==> src/rtl/bsr_pkg.sv <==
package bsr_pkg;
  localparam int ADDR_W_DEF = 16;
  localparam int OFS_W_DEF  = 11;
  localparam int ATTR_W_DEF = 4;

  typedef logic [1:0] zone_t;
  localparam zone_t ZONE_OPEN = 2'd0;

  // Origin check for a swap write; bank_z is the zone shared by both banks.
  function automatic logic origin_ok(zone_t bank_z, logic [1:0] unlock,
                                     zone_t req_z, logic dbg);
    logic unlocked;
    case (bank_z)
      2'd1:    unlocked = unlock[0];
      2'd2:    unlocked = unlock[1];
      default: unlocked = 1'b0;
    endcase
    if (bank_z == ZONE_OPEN || unlocked) return 1'b1;
    return (!dbg) && (req_z == bank_z);
  endfunction

  // Physical bank index serving a logical window index.
  function automatic logic phys_of(logic win_idx, logic crossed);
    return win_idx ^ crossed;
  endfunction
endpackage

==> src/rtl/swap_gate.sv <==
module swap_gate
  import bsr_pkg::*;
(
  input  logic       clk,
  input  logic       rst_n,
  input  logic       ctrl_wr,
  input  logic       ctrl_wdata,
  input  zone_t      bank1_zone,
  input  zone_t      bank2_zone,
  input  logic       bank1_exe,
  input  logic       bank2_exe,
  input  logic [1:0] zone_unlock,
  input  zone_t      req_zone,
  input  logic       req_debug,
  input  logic [1:0] init_done,
  input  logic [1:0] self_test,
  output logic       swap_ctrl,
  output logic       swap_status,
  output logic       swap_accept
);
  logic cfg_match, banks_ready, origin_pass;

  assign cfg_match   = (bank1_zone == bank2_zone) && (bank1_exe == bank2_exe);
  assign banks_ready = (&init_done) && !(|self_test);
  assign origin_pass = origin_ok(bank1_zone, zone_unlock, req_zone, req_debug);
  assign swap_accept = ctrl_wr && cfg_match && banks_ready && origin_pass;

  always_ff @(posedge clk or negedge rst_n) begin
    if (!rst_n) begin
      swap_ctrl   <= 1'b0;
      swap_status <= 1'b0;
    end else begin
      if (ctrl_wr)     swap_ctrl   <= ctrl_wdata;
      if (swap_accept) swap_status <= ctrl_wdata;
    end
  end

  p_ctrl_follow_r8: assert property (@(posedge clk) disable iff (!rst_n)
    ctrl_wr |=> swap_ctrl == $past(ctrl_wdata));
  p_commit_r4: assert property (@(posedge clk) disable iff (!rst_n)
    swap_accept |=> swap_status == $past(ctrl_wdata));
  p_hold_r4: assert property (@(posedge clk) disable iff (!rst_n)
    !swap_accept |=> $stable(swap_status));
  p_cfg_reject_r5: assert property (@(posedge clk) disable iff (!rst_n)
    (ctrl_wr && (bank1_zone != bank2_zone || bank1_exe != bank2_exe)) |-> !swap_accept);
  p_ready_reject_r8: assert property (@(posedge clk) disable iff (!rst_n)
    (ctrl_wr && (init_done != 2'b11 || self_test != 2'b00)) |-> !swap_accept);
  p_debug_locked_r6: assert property (@(posedge clk) disable iff (!rst_n)
    (ctrl_wr && req_debug && bank1_zone == 2'd1 && !zone_unlock[0]) |-> !swap_accept);
endmodule

==> src/rtl/win_decode.sv <==
module win_decode
  import bsr_pkg::*;
#(
  parameter int ADDR_W = ADDR_W_DEF,
  parameter int OFS_W  = OFS_W_DEF,
  parameter logic [ADDR_W-1:0] WIN_BASE = 16'h8000
) (
  input  logic [ADDR_W-1:0] bus_addr,
  input  logic              bus_valid,
  input  logic              crossed,
  output logic [1:0]        bank_sel,
  output logic [OFS_W-1:0]  bank_offset,
  output logic              fwd_valid,
  output logic [ADDR_W-1:0] fwd_addr,
  output logic [ADDR_W-1:0] ecc_addr
);
  localparam int HI_W = ADDR_W - OFS_W - 1;
  localparam logic [HI_W-1:0] BASE_HI = WIN_BASE[ADDR_W-1:OFS_W+1];

  logic in_pair, win_idx, phys_idx;

  assign in_pair     = (bus_addr[ADDR_W-1:OFS_W+1] == BASE_HI);
  assign win_idx     = bus_addr[OFS_W];
  assign phys_idx    = phys_of(win_idx, crossed);
  assign bank_offset = bus_addr[OFS_W-1:0];
  assign bank_sel    = (bus_valid && in_pair) ? (2'b01 << phys_idx) : 2'b00;
  assign fwd_valid   = bus_valid && !in_pair;
  assign fwd_addr    = bus_addr;
  assign ecc_addr    = in_pair ? {BASE_HI, phys_idx, bank_offset} : '0;

  always_comb begin
    p_fwd_excl_r11: assert (!(fwd_valid && (|bank_sel)));
  end
endmodule

==> src/rtl/attr_xbar.sv <==
module attr_xbar
  import bsr_pkg::*;
#(
  parameter int ATTR_W = ATTR_W_DEF
) (
  input  logic              crossed,
  input  logic [ATTR_W-1:0] phys_attr [2],
  output logic [ATTR_W-1:0] win_attr  [2]
);
  for (genvar w = 0; w < 2; w++) begin : g_win
    logic src;
    assign src         = phys_of(w[0], crossed);
    assign win_attr[w] = phys_attr[src];
  end
endmodule

==> src/rtl/bank_swap_remap.sv <==
module bank_swap_remap
  import bsr_pkg::*;
#(
  parameter int ADDR_W = ADDR_W_DEF,
  parameter int OFS_W  = OFS_W_DEF,
  parameter int ATTR_W = ATTR_W_DEF,
  parameter logic [ADDR_W-1:0] WIN_BASE = 16'h8000
) (
  input  logic              clk,
  input  logic              rst_n,
  input  logic              ctrl_wr,
  input  logic              ctrl_wdata,
  input  logic [1:0]        bank1_zone,
  input  logic [1:0]        bank2_zone,
  input  logic              bank1_exe,
  input  logic              bank2_exe,
  input  logic [1:0]        zone_unlock,
  input  logic [1:0]        req_zone,
  input  logic              req_debug,
  input  logic [1:0]        init_done,
  input  logic [1:0]        self_test,
  input  logic [ADDR_W-1:0] bus_addr,
  input  logic              bus_valid,
  input  logic [ATTR_W-1:0] bank1_phys_attr,
  input  logic [ATTR_W-1:0] bank2_phys_attr,
  output logic              swap_ctrl,
  output logic              swap_status,
  output logic              bank1_sel,
  output logic              bank2_sel,
  output logic [OFS_W-1:0]  bank_offset,
  output logic              fwd_valid,
  output logic [ADDR_W-1:0] fwd_addr,
  output logic [ADDR_W-1:0] ecc_addr,
  output logic [ATTR_W-1:0] win_a_attr,
  output logic [ATTR_W-1:0] win_b_attr
);
  logic              swap_accept;
  logic [1:0]        bank_sel;
  logic [ATTR_W-1:0] phys_attr [2];
  logic [ATTR_W-1:0] win_attr  [2];

  swap_gate u_gate (
    .clk, .rst_n, .ctrl_wr, .ctrl_wdata,
    .bank1_zone, .bank2_zone, .bank1_exe, .bank2_exe,
    .zone_unlock, .req_zone, .req_debug, .init_done, .self_test,
    .swap_ctrl, .swap_status, .swap_accept
  );

  win_decode #(.ADDR_W(ADDR_W), .OFS_W(OFS_W), .WIN_BASE(WIN_BASE)) u_dec (
    .bus_addr, .bus_valid, .crossed(swap_status), .bank_sel,
    .bank_offset, .fwd_valid, .fwd_addr, .ecc_addr
  );

  assign phys_attr[0] = bank1_phys_attr;
  assign phys_attr[1] = bank2_phys_attr;

  attr_xbar #(.ATTR_W(ATTR_W)) u_attr (
    .crossed(swap_status), .phys_attr, .win_attr
  );

  assign bank1_sel  = bank_sel[0];
  assign bank2_sel  = bank_sel[1];
  assign win_a_attr = win_attr[0];
  assign win_b_attr = win_attr[1];

  p_sel_excl_r12: assert property (@(posedge clk) disable iff (!rst_n)
    !(bank1_sel && bank2_sel));
  p_attr_follow_r9: assert property (@(posedge clk) disable iff (!rst_n)
    swap_status |-> (win_a_attr == bank2_phys_attr && win_b_attr == bank1_phys_attr));
  p_ecc_phys_r10: assert property (@(posedge clk) disable iff (!rst_n)
    bank1_sel |-> ecc_addr[OFS_W] == 1'b0);
endmodule

==> config.mk <==
export PLATFORM = sky130hd
export DESIGN_NAME = bank_swap_remap
export DESIGN_NICKNAME = d
export VERILOG_FILES = /design/src/rtl/bsr_pkg.sv /design/src/rtl/swap_gate.sv /design/src/rtl/win_decode.sv /design/src/rtl/attr_xbar.sv /design/src/rtl/bank_swap_remap.sv
export SDC_FILE = /design/constraint.sdc
export NUM_CORES = 1
export LEC_CHECK = 0
export BUFFER_PORTS_ARGS = -buffer_cell sky130_fd_sc_hd__buf_2
export CAP_MARGIN = 25
export CORE_UTILIZATION = 31
export DETAILED_ROUTE_END_ITERATION = 16
export PLACE_DENSITY = 0.95
export SKIP_LAST_GASP = 1
export SYNTH_ARGS = -nofsm -noshare
export SYNTH_HDL_FRONTEND = slang
export SYNTH_SLANG_ARGS = --single-unit
==> constraint.sdc <==
create_clock -name clk -period 1.47 [get_ports clk]
set_clock_uncertainty 0.1 [all_clocks]
set_input_delay 0.0735 -clock clk [delete_from_list [all_inputs] [get_ports clk]]
set_output_delay 0.0735 -clock clk [all_outputs]
set_load 0.1 [all_outputs]
Word level (Yosys, flattened, before mapping) --
Index checks and enable logic that the tools add are counted.
Word-level totals: register bits after elaboration 2, bits of input ports 44, output and inout bits 56, logic and storage cells 42
Operators by class: $lt $le $gt $ge 2, equality and inequality tests 6, shift operators 1, mux-type cells 12, bitwise operators 4, reductions and logical operators 15
Operators with widths (number):
- $mux W4 | 6
- $mux W16 | 1
- $logic_and A1 B1 Y1 | 8
- $eq A2 B2 Y1 | 2
- $eq A4 B4 Y1 const B | 1
- $ge A2 B2 Y1 const B | 2
- $not A1 Y2 | 2
- $logic_not A1 Y1 | 3
- $mux W1 | 3
- $eq A2 B1 Y1 const B | 1
- $eq A2 B2 Y1 const B | 1
- $logic_not A2 Y1 | 1
- $mux W2 | 1
- $pmux W1 S2 | 1
- $reduce_and A2 Y1 | 1
- $reduce_or A2 Y1 | 1
- $shl A1 B1 Y2 const A | 1
- $eq A1 B1 Y1 | 1
- $logic_or A1 B1 Y1 | 1
- $not A1 Y1 | 1
- $xor A1 B1 Y1 | 1

Depth between registers and ports, before layout --
depth in word-level cells 6, gate-level depth with buffers 6, mapped depth without buffers 6

By module --
Synthesis repeated with hierarchy kept, for this count alone.
Unflattened totals: cell total of the unflattened synthesis 81, area total of the unflattened synthesis 716.9 um2
Modules (own cells, without submodules):
- win_decode | instances 1, cells each 51, area an instance 376.6 um2
- swap_gate | instances 1, cells each 21, area an instance 209.0 um2
- attr_xbar | instances 1, cells each 9, area an instance 131.4 um2

Worst setup path after synthesis --
Ideal clock, no wire load.
path kind reg2out, from reg u_gate.swap_status, to out ecc_addr[11], data arrival time 2.715 ns, setup slack -1.419 ns, cell stages (with the launch flop) 4, buffers on the path 1, path through dfrtp_1 -> buf_2 -> xnor2_1 -> nor2b_1
Between the ends: word-level cells in the longest chain between the ends 2
RTL lines:
- start, declared | RTL line swap_gate.sv:18 | output logic swap_status,
- start signal, assigned | RTL line swap_gate.sv:34 | if (swap_accept) swap_status <= ctrl_wdata;
- $xor A1 B1 Y1 | RTL line bsr_pkg.sv:24 | return win_idx ^ crossed;
- $mux W16 | RTL line win_decode.sv:29 | assign ecc_addr = in_pair ? {BASE_HI, phys_idx, bank_offset} : '0;
- end, declared | RTL line bank_swap_remap.sv:33 | output logic [ADDR_W-1:0] ecc_addr,
Every way passes these cells.

Worst setup path in the final report --
from reg u_gate.swap_status, to out win_a_attr[2]
Between the ends: word-level cells in the longest chain between the ends 4
RTL lines:
- $not A1 Y2 (implied by the code) | RTL line attr_xbar.sv:13 | assign win_attr[w] = phys_attr[src];
- $mux W4 (implied by the code) (3 in series) | RTL line attr_xbar.sv:13
- end, declared | RTL line bank_swap_remap.sv:34 | output logic [ATTR_W-1:0] win_a_attr,
Every way passes these cells. The select of a mux whose other input is x is not followed.

==> out/metrics.csv <==
stage,metric,value,unit
hold_path,Hold Crit Class,in2reg,
logic_synthesis,Post-Synth Simple-Gate Area,19.8,%
setup_path,Worst R2R Start,u_gate.swap_status$_DFFE_PN0P_,
place,dpl hpwl,1790,um
sta,WHS,0.0133,ns
clock_tree,CTS root buf,clkbuf_4,
final_layout,area of the multi-input gates,453,um^2
power_and_ir_drop,PD cells,715,nW/um^2
logic_synthesis,warning count from the yosys run,0,
global_route,vias in the first global route,624,
logic_synthesis,Syn Area/Cell,8.19,um^2
floorplanning,Die Span Y,48.3,um
logic_synthesis,Post-Synth Adder-Cell Area,5.66,%
logic_synthesis,cells after synthesis,81,
logic_synthesis,mux share of post-synthesis cell area,17.0,%
logic_synthesis,ranking of synthesized cells by area,"buf_4 (35%), mux2_2 (15%), and2_1 (10%)",
route,routed wire length,2030,um
hold_path,"Endpoint, Worst Hold",u_gate.swap_ctrl$_DFFE_PN0P_,
sta,final worst setup slack,-0.101,ns
setup_path,R2R Setup Slk,0.29,ns
power_and_ir_drop,peak supply drop,0.582,mV
clock_tree,clock buffer depth,2,
sta,Final Hold Fails,0,
logic_synthesis,main combinational cell family by area after synthesis,buffers and inverters,
clock_tree,Worst-path clk slew,0.04,ns
setup_path,crit path kind,reg2out,
global_route,initial antenna violation count,0,
final_layout,fin nets,207,
clock_tree,total CTS buffers,3,
sta,RSZ-0062 raised after global routing,true,
floorplanning,Starting Density,33.5,%
setup_path,kind of start point of the critical path,register,
final_layout,fillcell total,133,
sta,Final Critical Period,1.57,ns
logic_synthesis,Synth Area in XOR/XNOR,7.92,%
sta,crit share post-route,107,%
logic_synthesis,post-synth cell types,23,
setup_path,crit path from,u_gate.swap_status$_DFFE_PN0P_,
route,initial DRC count,3,
global_route,All-Layer GR Usage,16.3,%
clock_tree,clock sink count,2,
sta,max frequency,0.637,GHz
clock_tree,worst-skew pair later-pin latency,0.23,ns
clock_tree,htree depth,1,
place,placer congestion estimate,0.658,
floorplanning,placement row count,16,
floorplanning,Die ar.,2330,um^2
setup_path,Worst Path Required,1.30,ns
global_route,largest net degree at the start of global routing,17,
hold_path,Hold Startpoint,ctrl_wr,
place,IO buf count,96,
clock_tree,CTS tree,done,
route,Vias,787,
run,Max Cap Viol,0,
logic_synthesis,"Seq/Total Area, Yosys",7.55,%
final_layout,proportion of layout cells with a drive suffix above 1,82.4,%
final_layout,most frequent cells in the layout,"buf_2 (72), buf_12 (25), and2_2 (8), mux2_4 (8), buf_4 (5)",
hold_path,worst hold path depth,2,
global_route,first-pass GRT wire length,2500,um
sta,max-slew violation count,0,
final_layout,Layout area overhead,127,%
setup_path,r2r endpoint,u_gate.swap_status$_DFFE_PN0P_,
route,Routed Antenna Nets,0,
setup_path,CP max FO,8,
logic_synthesis,Synth top area share,35.1,%
route,Wirelength per Cell,10.9,um
logic_synthesis,Mapped Area,663,um^2
floorplanning,Die Width,48.3,um
final_layout,"most common cell after layout, fill and taps aside",buf_2,
setup_path,CP Capture Type,output port,
floorplanning,IO Count,100,
logic_synthesis,count of state elements after synthesis,2,
logic_synthesis,largest area contributor in the synthesized netlist,buf_4,
power_and_ir_drop,leakage power,0.000772,uW
global_route,GR Overflow Total,0,
floorplanning,Core ar.,1980,um^2
setup_path,CP arrival,1.40,ns
final_layout,register area,53.8,um^2
setup_path,R2R depth,2,
status,failing checks,setup timing,
sta,# setup viols final,11,
route,Post-route DRC,0,
status,outcome,finished with violations,
route,drt pass-1 iters,2,
logic_synthesis,Synth Area in Compound Gates,3.96,%
power_and_ir_drop,overall power,1080,uW
route,via/cell ratio,4.23,
final_layout,antenna cell count,0,
state kept, by name (all words and copies together), names as in the netlist:
| name | cells |
|---|---|
| u_gate.swap_ctrl | 1 |
| u_gate.swap_status | 1 |
report_power, final:
part | leakage [uW] | switching, uW | internal [uW] | total [uW]
clock | 0.0000150 | 39.7 | 101 | 141
sequential | 0.0000236 | 5.72 | 61.0 | 66.7
combinational | 0.000734 | 630 | 238 | 867
total | 0.000772 | 675 | 400 | 1080
metal layers:
| metal | vias to the layer above | share of wire [%] | GRT usage, % |
|---|---|---|---|
| li1 | 387 | - | - |
| met1 | 333 | 31 | 12.5 |
| met2 | 65 | 56 | 35.2 |
| met3 | 2 | 12 | 5.19 |
| met4 | 0 | 1.1 | 6.67 |
| met5 | - | 0 | 0 |
kinds of logic after synthesis:
family | count (synthesis)
flops | 2
mux | 10
compound gates | 3
buf+inv | 35
other cells | 1
simple gates | 21
xor+xnor | 6
fa+ha+maj | 3
Yosys cell counts:
| cell | instances |
|---|---|
| nand3_1 | 1 |
| nor2_1 | 2 |
| or3_1 | 1 |
| a21oi_1 | 1 |
| buf_4 | 31 |
| buf_2 | 1 |
| and2_1 | 11 |
| nor4b_2 | 1 |
| a211oi_2 | 1 |
| xnor2_1 | 4 |
| conb_1 | 1 |
| and3_1 | 1 |
| inv_1 | 2 |
| nor2b_1 | 2 |
| xor2_1 | 2 |
| mux2_1 | 1 |
| nand4_1 | 1 |
| mux2_2 | 9 |
| clkbuf_1 | 1 |
| ha_1 | 3 |
| a22o_1 | 1 |
| dfrtp_1 | 2 |
| nand2_1 | 1 |
final cells by class:
class | instances | share of cell area, %
multi-input cells | 46 | 30.1
repair buffers | 105 | 61.8
inverters | 2 | 0.499
flip-flops and latches | 2 | 3.58
well taps | 27 | 2.25
clock buffers | 4 | 1.75
worst max-delay path by stage:
stage	endpoint	slack, ns
after detailed placement	u_gate.swap_status$_DFFE_PN0P_	-0.06
after CTS	win_a_attr[2]	-0.10
after global routing	win_a_attr[2]	-0.12
final	win_a_attr[2]	-0.10
after global placement	u_gate.swap_status$_DFFE_PN0P_	-0.005
after floorplan	ecc_addr[11]	-0.17
worst max-delay path, cell delays in order (launching register included):
cell	delay, ns
dfrtp_4	0.51
buf_12	0.16
mux2_4	0.31
buf_12	0.17
timing repair:
action	in CTS	in global routing
pin swaps	1	2
hold buffers	2	0
resized for setup	1	0
endpoints found under the hold margin	4	0
endpoints found under the setup margin	10	11
buffers inserted	4	0
metrics by stage:
step	cell area [um^2]	util [%]	setup WS (ns)	setup TNS [ns]	instances
after floorplan	766	-	-0.173	-0.654	83
after global placement	1410	71.2	-0.00470	-0.00470	176
after detailed placement	1410	71.2	-0.0602	-0.0602	176
after CTS	1500	75.9	-0.105	-0.881	186
after global routing	1500	75.9	-0.121	-1.07	186
final	1500	75.9	-0.101	-0.765	186
Note: power is estimated with default switching activity, not from simulation.
